$ cat config.mk
export PLATFORM = sky130hd
export DESIGN_NAME = ts_capture
export DESIGN_NICKNAME = d
export VERILOG_FILES = /design/src/rtl/ts_cap_pkg.sv /design/src/rtl/ts_cap_front.sv /design/src/rtl/ts_cap_pack.sv /design/src/rtl/ts_cap_ram.sv /design/src/rtl/ts_capture.sv
export SDC_FILE = /design/constraint.sdc
export NUM_CORES = 2
export LEC_CHECK = 0
export BUFFER_PORTS_ARGS = -buffer_cell sky130_fd_sc_hd__buf_2
export CAP_MARGIN = 0
export CORE_ASPECT_RATIO = 0.8
export CORE_MARGIN = 5
export CORE_UTILIZATION = 35
export CTS_BUF_LIST = sky130_fd_sc_hd__clkbuf_8
export DETAILED_ROUTE_END_ITERATION = 16
export MAX_ROUTING_LAYER = met4
export PLACE_DENSITY = 0.53
export SYNTH_ARGS = -nofsm -noshare
export SYNTH_HDL_FRONTEND = slang
export SYNTH_SLANG_ARGS = --single-unit
$ cat constraint.sdc
create_clock -name clk -period 8.8 [get_ports clk]
set_input_delay 0.88 -clock clk [delete_from_list [all_inputs] [get_ports clk]]
set_output_delay 0.88 -clock clk [all_outputs]
set_load 0.02 [all_outputs]
$ cat src/rtl/ts_cap_pkg.sv
package ts_cap_pkg;
  localparam int SIZE_W = 24;
  localparam int WORD_W = 64;
  localparam int BYTE_W = 8;
  localparam int LANES  = WORD_W / BYTE_W;
  localparam int LANE_W = $clog2(LANES);

  typedef struct packed {
    logic              vld;
    logic              err;
    logic [BYTE_W-1:0] dat;
  } byte_beat_t;
endpackage

$ cat src/rtl/ts_cap_front.sv
// Input selection and bit-serial deserializer; emits one registered byte beat.
module ts_cap_front
  import ts_cap_pkg::*;
(
  input  logic              clk,
  input  logic              rst,
  input  logic              ser_mode,
  input  logic [BYTE_W-1:0] par_data,
  input  logic              par_valid,
  input  logic              ser_clk,
  input  logic              ser_data,
  input  logic              pkt_err,
  output byte_beat_t        beat
);
  localparam int BC_W = $clog2(BYTE_W);

  logic              ser_prev;
  logic [BC_W-1:0]   bit_cnt;
  logic [BYTE_W-2:0] shreg;
  logic              rise;

  assign rise = ser_clk & ~ser_prev;

  always_ff @(posedge clk) begin
    if (rst) begin
      ser_prev <= 1'b0;
      bit_cnt  <= '0;
      shreg    <= '0;
      beat     <= '0;
    end else begin
      ser_prev <= ser_clk;
      beat.vld <= 1'b0;
      if (!ser_mode) begin
        bit_cnt <= '0;
        if (par_valid) beat <= '{vld: 1'b1, err: pkt_err, dat: par_data};
      end else if (rise) begin
        shreg   <= {shreg[BYTE_W-3:0], ser_data};
        bit_cnt <= bit_cnt + 1'b1;
        if (bit_cnt == BC_W'(BYTE_W - 1))
          beat <= '{vld: 1'b1, err: pkt_err, dat: {shreg, ser_data}};
      end
    end
  end


  ser_gap_chk: assert property (@(posedge clk) disable iff (rst)
    (ser_mode && beat.vld) |=> !beat.vld);
endmodule

$ cat src/rtl/ts_cap_pack.sv
// Packet counter, double-word packer, timestamp trailer and pointer control.
module ts_cap_pack
  import ts_cap_pkg::*;
#(
  parameter int AW = 6
) (
  input  logic              clk,
  input  logic              rst,
  input  logic [SIZE_W-1:0] pkt_size,
  input  logic [SIZE_W-1:0] thresh,
  input  logic              err_filter,
  input  byte_beat_t        beat,
  output logic              wr_en,
  output logic [AW-1:0]     wr_addr,
  output logic [WORD_W-1:0] wr_data,
  output logic [AW-1:0]     commit_ptr,
  output logic              pkt_evt
);
  localparam logic [LANE_W-1:0] LAST_LANE = LANE_W'(LANES - 1);

  logic [SIZE_W-1:0] cnt, cnt_n;
  logic [LANE_W-1:0] lane;
  logic [WORD_W-1:0] acc, acc_n, ts_free, ts_cap, ts_use;
  logic [WORD_W-1:0] word_a, word_b, word_b_n;
  logic [AW-1:0]     wr_ptr;
  logic              bad, bad_n, first, last, drop, hit, hit_d, pend_b;
  logic [LANE_W+2:0] k8;
  logic [LANE_W+3:0] rsh;

  always_comb begin
    first    = (cnt == '0);
    cnt_n    = cnt + 1'b1;
    ts_use   = first ? ts_free : ts_cap;
    acc_n    = acc | (WORD_W'(beat.dat) << {lane, 3'b000});
    bad_n    = (bad & ~first) | beat.err;
    last     = beat.vld && (cnt_n == pkt_size);
    drop     = last && err_filter && bad_n;
    hit      = beat.vld && (cnt_n == thresh) && !(err_filter && bad_n);
    k8       = {lane + 1'b1, 3'b000};
    rsh      = (LANE_W+4)'(WORD_W) - {1'b0, k8};
    word_a   = (lane == LAST_LANE) ? acc_n : (acc_n | (ts_use << k8));
    word_b_n = (lane == LAST_LANE) ? ts_use : (ts_use >> rsh);

    wr_addr = wr_ptr;
    wr_en   = 1'b0;
    wr_data = word_b;
    if (pend_b) begin
      wr_en = 1'b1;
    end else if (last && !drop) begin
      wr_en   = 1'b1;
      wr_data = word_a;
    end else if (beat.vld && !last && lane == LAST_LANE) begin
      wr_en   = 1'b1;
      wr_data = acc_n;
    end
  end

  always_ff @(posedge clk) begin
    if (rst) begin
      cnt        <= '0;
      lane       <= '0;
      acc        <= '0;
      bad        <= 1'b0;
      ts_free    <= '0;
      ts_cap     <= '0;
      word_b     <= '0;
      wr_ptr     <= '0;
      commit_ptr <= '0;
      pend_b     <= 1'b0;
      hit_d      <= 1'b0;
      pkt_evt    <= 1'b0;
    end else begin
      ts_free <= ts_free + 1'b1;
      hit_d   <= hit;
      pkt_evt <= hit_d;
      if (pend_b) begin
        pend_b     <= 1'b0;
        wr_ptr     <= wr_ptr + 1'b1;
        commit_ptr <= wr_ptr + 1'b1;
      end
      if (beat.vld) begin
        if (first) ts_cap <= ts_free;
        if (last) begin
          cnt  <= '0;
          lane <= '0;
          acc  <= '0;
          bad  <= 1'b0;
          if (drop) begin
            wr_ptr <= commit_ptr;
          end else begin
            wr_ptr <= wr_ptr + 1'b1;
            pend_b <= 1'b1;
            word_b <= word_b_n;
          end
        end else begin
          cnt  <= cnt_n;
          lane <= lane + 1'b1;
          bad  <= bad_n;
          if (lane == LAST_LANE) begin
            acc    <= '0;
            wr_ptr <= wr_ptr + 1'b1;
          end else begin
            acc <= acc_n;
          end
        end
      end
    end
  end


  wr_port_free_chk: assert property (@(posedge clk) disable iff (rst)
    pend_b |-> !(beat.vld && (lane == LAST_LANE || cnt_n == pkt_size)));


  evt_pulse_chk: assert property (@(posedge clk) disable iff (rst)
    pkt_evt |=> !pkt_evt);


  commit_src_chk: assert property (@(posedge clk) disable iff (rst)
    (commit_ptr != $past(commit_ptr)) |-> $past(pend_b));


  drop_rewind_chk: assert property (@(posedge clk) disable iff (rst)
    drop |=> (wr_ptr == commit_ptr));
endmodule

$ cat src/rtl/ts_cap_ram.sv
// Simple dual-port buffer: synchronous write, registered read.
module ts_cap_ram #(
  parameter int AW = 6,
  parameter int DW = 64
) (
  input  logic          clk,
  input  logic          we,
  input  logic [AW-1:0] waddr,
  input  logic [DW-1:0] wdata,
  input  logic [AW-1:0] raddr,
  output logic [DW-1:0] rdata
);
  localparam int DEPTH = 1 << AW;

  logic [DW-1:0] mem [DEPTH];

  always_ff @(posedge clk) begin
    if (we) mem[waddr] <= wdata;
    rdata <= mem[raddr];
  end
endmodule

$ cat src/rtl/ts_capture.sv
module ts_capture
  import ts_cap_pkg::*;
#(
  parameter int AW = 6
) (
  input  logic              clk,
  input  logic              rst,
  input  logic [11:0]       cfg_size_lo,
  input  logic [11:0]       cfg_size_hi,
  input  logic [SIZE_W-1:0] cfg_thresh,
  input  logic              cfg_serial,
  input  logic              cfg_err_filter,
  input  logic [BYTE_W-1:0] par_data,
  input  logic              par_valid,
  input  logic              ser_clk,
  input  logic              ser_data,
  input  logic              pkt_err,
  input  logic [AW-1:0]     rd_addr,
  output logic [WORD_W-1:0] rd_data,
  output logic [AW-1:0]     commit_ptr,
  output logic              pkt_evt
);
  byte_beat_t        beat;
  logic              wr_en;
  logic [AW-1:0]     wr_addr;
  logic [WORD_W-1:0] wr_data;

  ts_cap_front u_front (
    .clk      (clk),
    .rst      (rst),
    .ser_mode (cfg_serial),
    .par_data (par_data),
    .par_valid(par_valid),
    .ser_clk  (ser_clk),
    .ser_data (ser_data),
    .pkt_err  (pkt_err),
    .beat     (beat)
  );

  ts_cap_pack #(.AW(AW)) u_pack (
    .clk       (clk),
    .rst       (rst),
    .pkt_size  ({cfg_size_hi, cfg_size_lo}),
    .thresh    (cfg_thresh),
    .err_filter(cfg_err_filter),
    .beat      (beat),
    .wr_en     (wr_en),
    .wr_addr   (wr_addr),
    .wr_data   (wr_data),
    .commit_ptr(commit_ptr),
    .pkt_evt   (pkt_evt)
  );

  ts_cap_ram #(.AW(AW), .DW(WORD_W)) u_ram (
    .clk  (clk),
    .we   (wr_en),
    .waddr(wr_addr),
    .wdata(wr_data),
    .raddr(rd_addr),
    .rdata(rd_data)
  );
endmodule

==> flow_summary.toml <==
[worst_hold_path]
hp-class = "input port to register"
hold_path_end = "u_pack.cnt[9]"
hold_depth = 2
min_from = "rst"

[logic_synthesis]
synthArstFlopShare_pct = 0
synthCells = 8326
synth-seq-area-share_pct = 74.1
ys_warn_count = 0
syn-cell-area_mm2 = 0.176
ys.flop_type = "edfxtp_1"
ys_ff_latch = 4480
syn-num-nets = 8404
syn_avg_cell_area_um2 = 21.2
synth_cell_types = 77
synth_edf_count = 4096

[power_and_ir_drop]
p_leak_nw = 62.4
peakVddDrop_v = 0.000148
finalPower_mw = 40.7
powerDensity_mw_per_mm2 = 203

[timing]
rsz0062_at_grt = "no"
worst_slack_ns = 1.99
tightest_slew_ns = 1.41
fin_crit_ns = 6.81
hold_viol = 0
post-route-period-util_pct = 77.4
setup_tns_ns = 0
hold_ws_ns = 0.157
fmax_mhz = 147
maxSlewHeadroom_pct = 5.97
slew_viol_final = 0
finClkSkew_ns = 0.0760
finalSetupViolCount = 0

[cts]
postCtsSetupRepairBufs = 0
numClockSinks = 4480
hold_buffers = 16
cts_made_buffers = 706
cts_buffer_depth = 4
worstSkewPairLatency_ns = 1.25
cts_resized = 0
cts-root-buf = "clkbuf_8"
clkTransAtPathRegs_ns = 0.07
htree_levels = 6
tritoncts = "done"

[floorplanning]
core_area_mm2 = 0.503
fp.dieH_um = 645
rows = 233
dieWidth_um = 804
start_util_pct = 35.1
die_area_mm2 = 0.519
io_pins = 141

[routing]
drt_wl_total_um = 517000
drt_first_pass_iters = 8
drt-initial-drc-count = 10554
viasPerCell = 5.56
post_drt_wl_per_cell_um = 31.9
postRouteAntennaNets = 0
vias = 90321
route.detailed.drc = 0

[job]
cap_violations = 0

[placement]
io_buffers = 140
dp_cells = 14923
post_dp_cell_area_mm2 = 0.187
place_ws_ns = 2.12
routabilityCongestion = 0.914
hpwl_um = 298000

[global_routing]
grt-ovfl-total = 0
grt_pass1_vias = 92003
grt_pass1_wl_um = 725000
grt_max_degree = 126
grtUsageTotal_pct = 20.1
antenna_found_initial = 35

[critical_path]
arrival_ns = 7.64
rr_endpoint = "u_ram.mem[7][60]"
max_stage_delay_ns = 0.91
slowest_stage = "nor4_4"
reg2reg_setup_slack_ns = 1.99
cp_cell_sequence = "ha_1, nand3_1, nor4_2, xnor2_1, o21ai_0, or4_4, nor4_4, a21oi_1, a21oi_4, buf_4, nor2_4, buf_4, buf_4"
critPathLaunchType = "register"
r2r_start = "u_pack.cnt[0]"
crit_buf_inv = 3
cp.depth = 13
cp_top_family = "simple AND/OR/NAND/NOR gates"
criticalPathCategory = "register to register"
ff2ff_path_depth = 13
end_kind = "register"
cpMostUsedCell = "buf_4"
worstPathMaxFanout = 33
required_ns = 9.63

[finish]
mostFrequentLayoutCells = "edfxtp_1 (4,096), mux4_2 (1,405), clkbuf_8 (742)"
multi_input_area_mm2 = 0.0442
ff_latch_area_mm2 = 0.131
final_common_cell = "edfxtp_1"
area_growth_syn_to_layout_pct = 13.4
fillers = 44621
instances_no_fill = 16241
final_util_pct = 39.8
final_area_mm2 = 0.200
drive_gt1_share_pct = 30.5
fin_nets = 9028

[run_status]
outcome = "completed"
==> worst reg2reg max path: stages (launching register included) <==
cell	delay (ns)
dfxtp_1	0.58
ha_1	0.49
nand3_1	0.30
nor4_2	0.77
xnor2_1	0.23
o21ai_0	0.15
or4_4	0.58
nor4_4	0.91
a21oi_1	0.31
a21oi_4	0.71
buf_4	0.40
nor2_4	0.06
buf_4	0.38
buf_4	0.47
==> cell type report <==
| type | count | share of cell area, % |
|---|---|---|
| Inverter | 24 | 0.0450 |
| Antenna cell | 35 | 0.0438 |
| Timing Repair Buffer | 457 | 1.78 |
| Clock inverter | 527 | 1.40 |
| Multi-Input combinational cell | 3281 | 22.1 |
| Sequential cell | 4480 | 65.3 |
| Clock buffer | 740 | 5.09 |
| Tap cell | 6697 | 4.19 |
==> synth_stat cells (38+ instances only) <==
master | instances | area (um^2)
edfxtp_1 | 4096 | 123000
mux4_2 | 1405 | 31600
clkbuf_1 | 388 | 1460
dfxtp_1 | 384 | 7690
nor2_1 | 332 | 1250
nand2_1 | 242 | 908
a21oi_1 | 191 | 956
mux2i_1 | 126 | 1260
o21ai_0 | 109 | 546
buf_1 | 102 | 383
a211oi_1 | 89 | 668
xnor2_1 | 64 | 561
a31oi_1 | 60 | 375
nand3_1 | 50 | 250
xor2_1 | 50 | 438
mux2_1 | 45 | 507
nor3_1 | 42 | 210
or3_1 | 42 | 263
buf_2 | 38 | 190
o22ai_1 | 38 | 238
==> metal layers <==
metal | part of all wire [%] | vias up | wire length, um | global-route usage [%]
met5 | 0 | - | 0 | -
met4 | 2.5 | 0 | 13000 | 5.02
met3 | 7.3 | 710 | 37500 | 3.54
met2 | 47 | 3865 | 243000 | 30.8
met1 | 43 | 49342 | 224000 | 28.1
li1 | - | 36404 | - | -
==> how the worst max path moves through the flow <==
stage,from,to,slack (ns)
after floorplan,u_pack.cnt[1],u_ram.mem[63][0],0.30
after global placement,u_pack.cnt[0],u_ram.mem[20][20],2.14
after detailed placement,u_pack.cnt[0],u_ram.mem[7][2],2.12
after CTS,u_pack.cnt[0],u_ram.mem[7][60],2.02
after global routing,u_pack.cnt[0],u_ram.mem[32][34],1.73
final,u_pack.cnt[0],u_ram.mem[7][60],1.99
==> sequential cells by signal (all words and copies together) (netlist names) <==
register / count
u_pack.acc: 64
u_pack.cnt: 24
u_pack.pend_b: 1
u_front.bit_cnt: 3
u_pack.pkt_evt: 1
u_pack.ts_cap: 64
u_ram.mem: 4096
u_pack.bad: 1
u_front.ser_prev: 1
u_pack.commit_ptr: 6
u_pack.word_b: 64
u_pack.hit_d: 1
u_pack.wr_addr: 6
u_front.beat: 10
u_pack.ts_free: 64
u_pack.lane: 3
u_ram.rdata: 64
u_front.shreg: 7
==> report_power, final <==
part | internal [mW] | switching [mW]
clock network | 8.25 | 8.39
logic | 0.425 | 0.693
registers | 22.9 | 0.0255
==> logic make-up after synthesis <==
| family | Yosys count | share of synthesized area, % |
|---|---|---|
| AOI/OAI and AO/OA | 654 | 2.44 |
| xor gates and xnor gates | 119 | 0.630 |
| muxes | 1583 | 19.0 |
| and+or+nand+nor | 917 | 2.56 |
| adders and majority gates | 8 | 0.0567 |
| buffers and inverters | 565 | 1.27 |
| DFF | 4480 | 74.1 |
(Power assumes the default switching activity.)
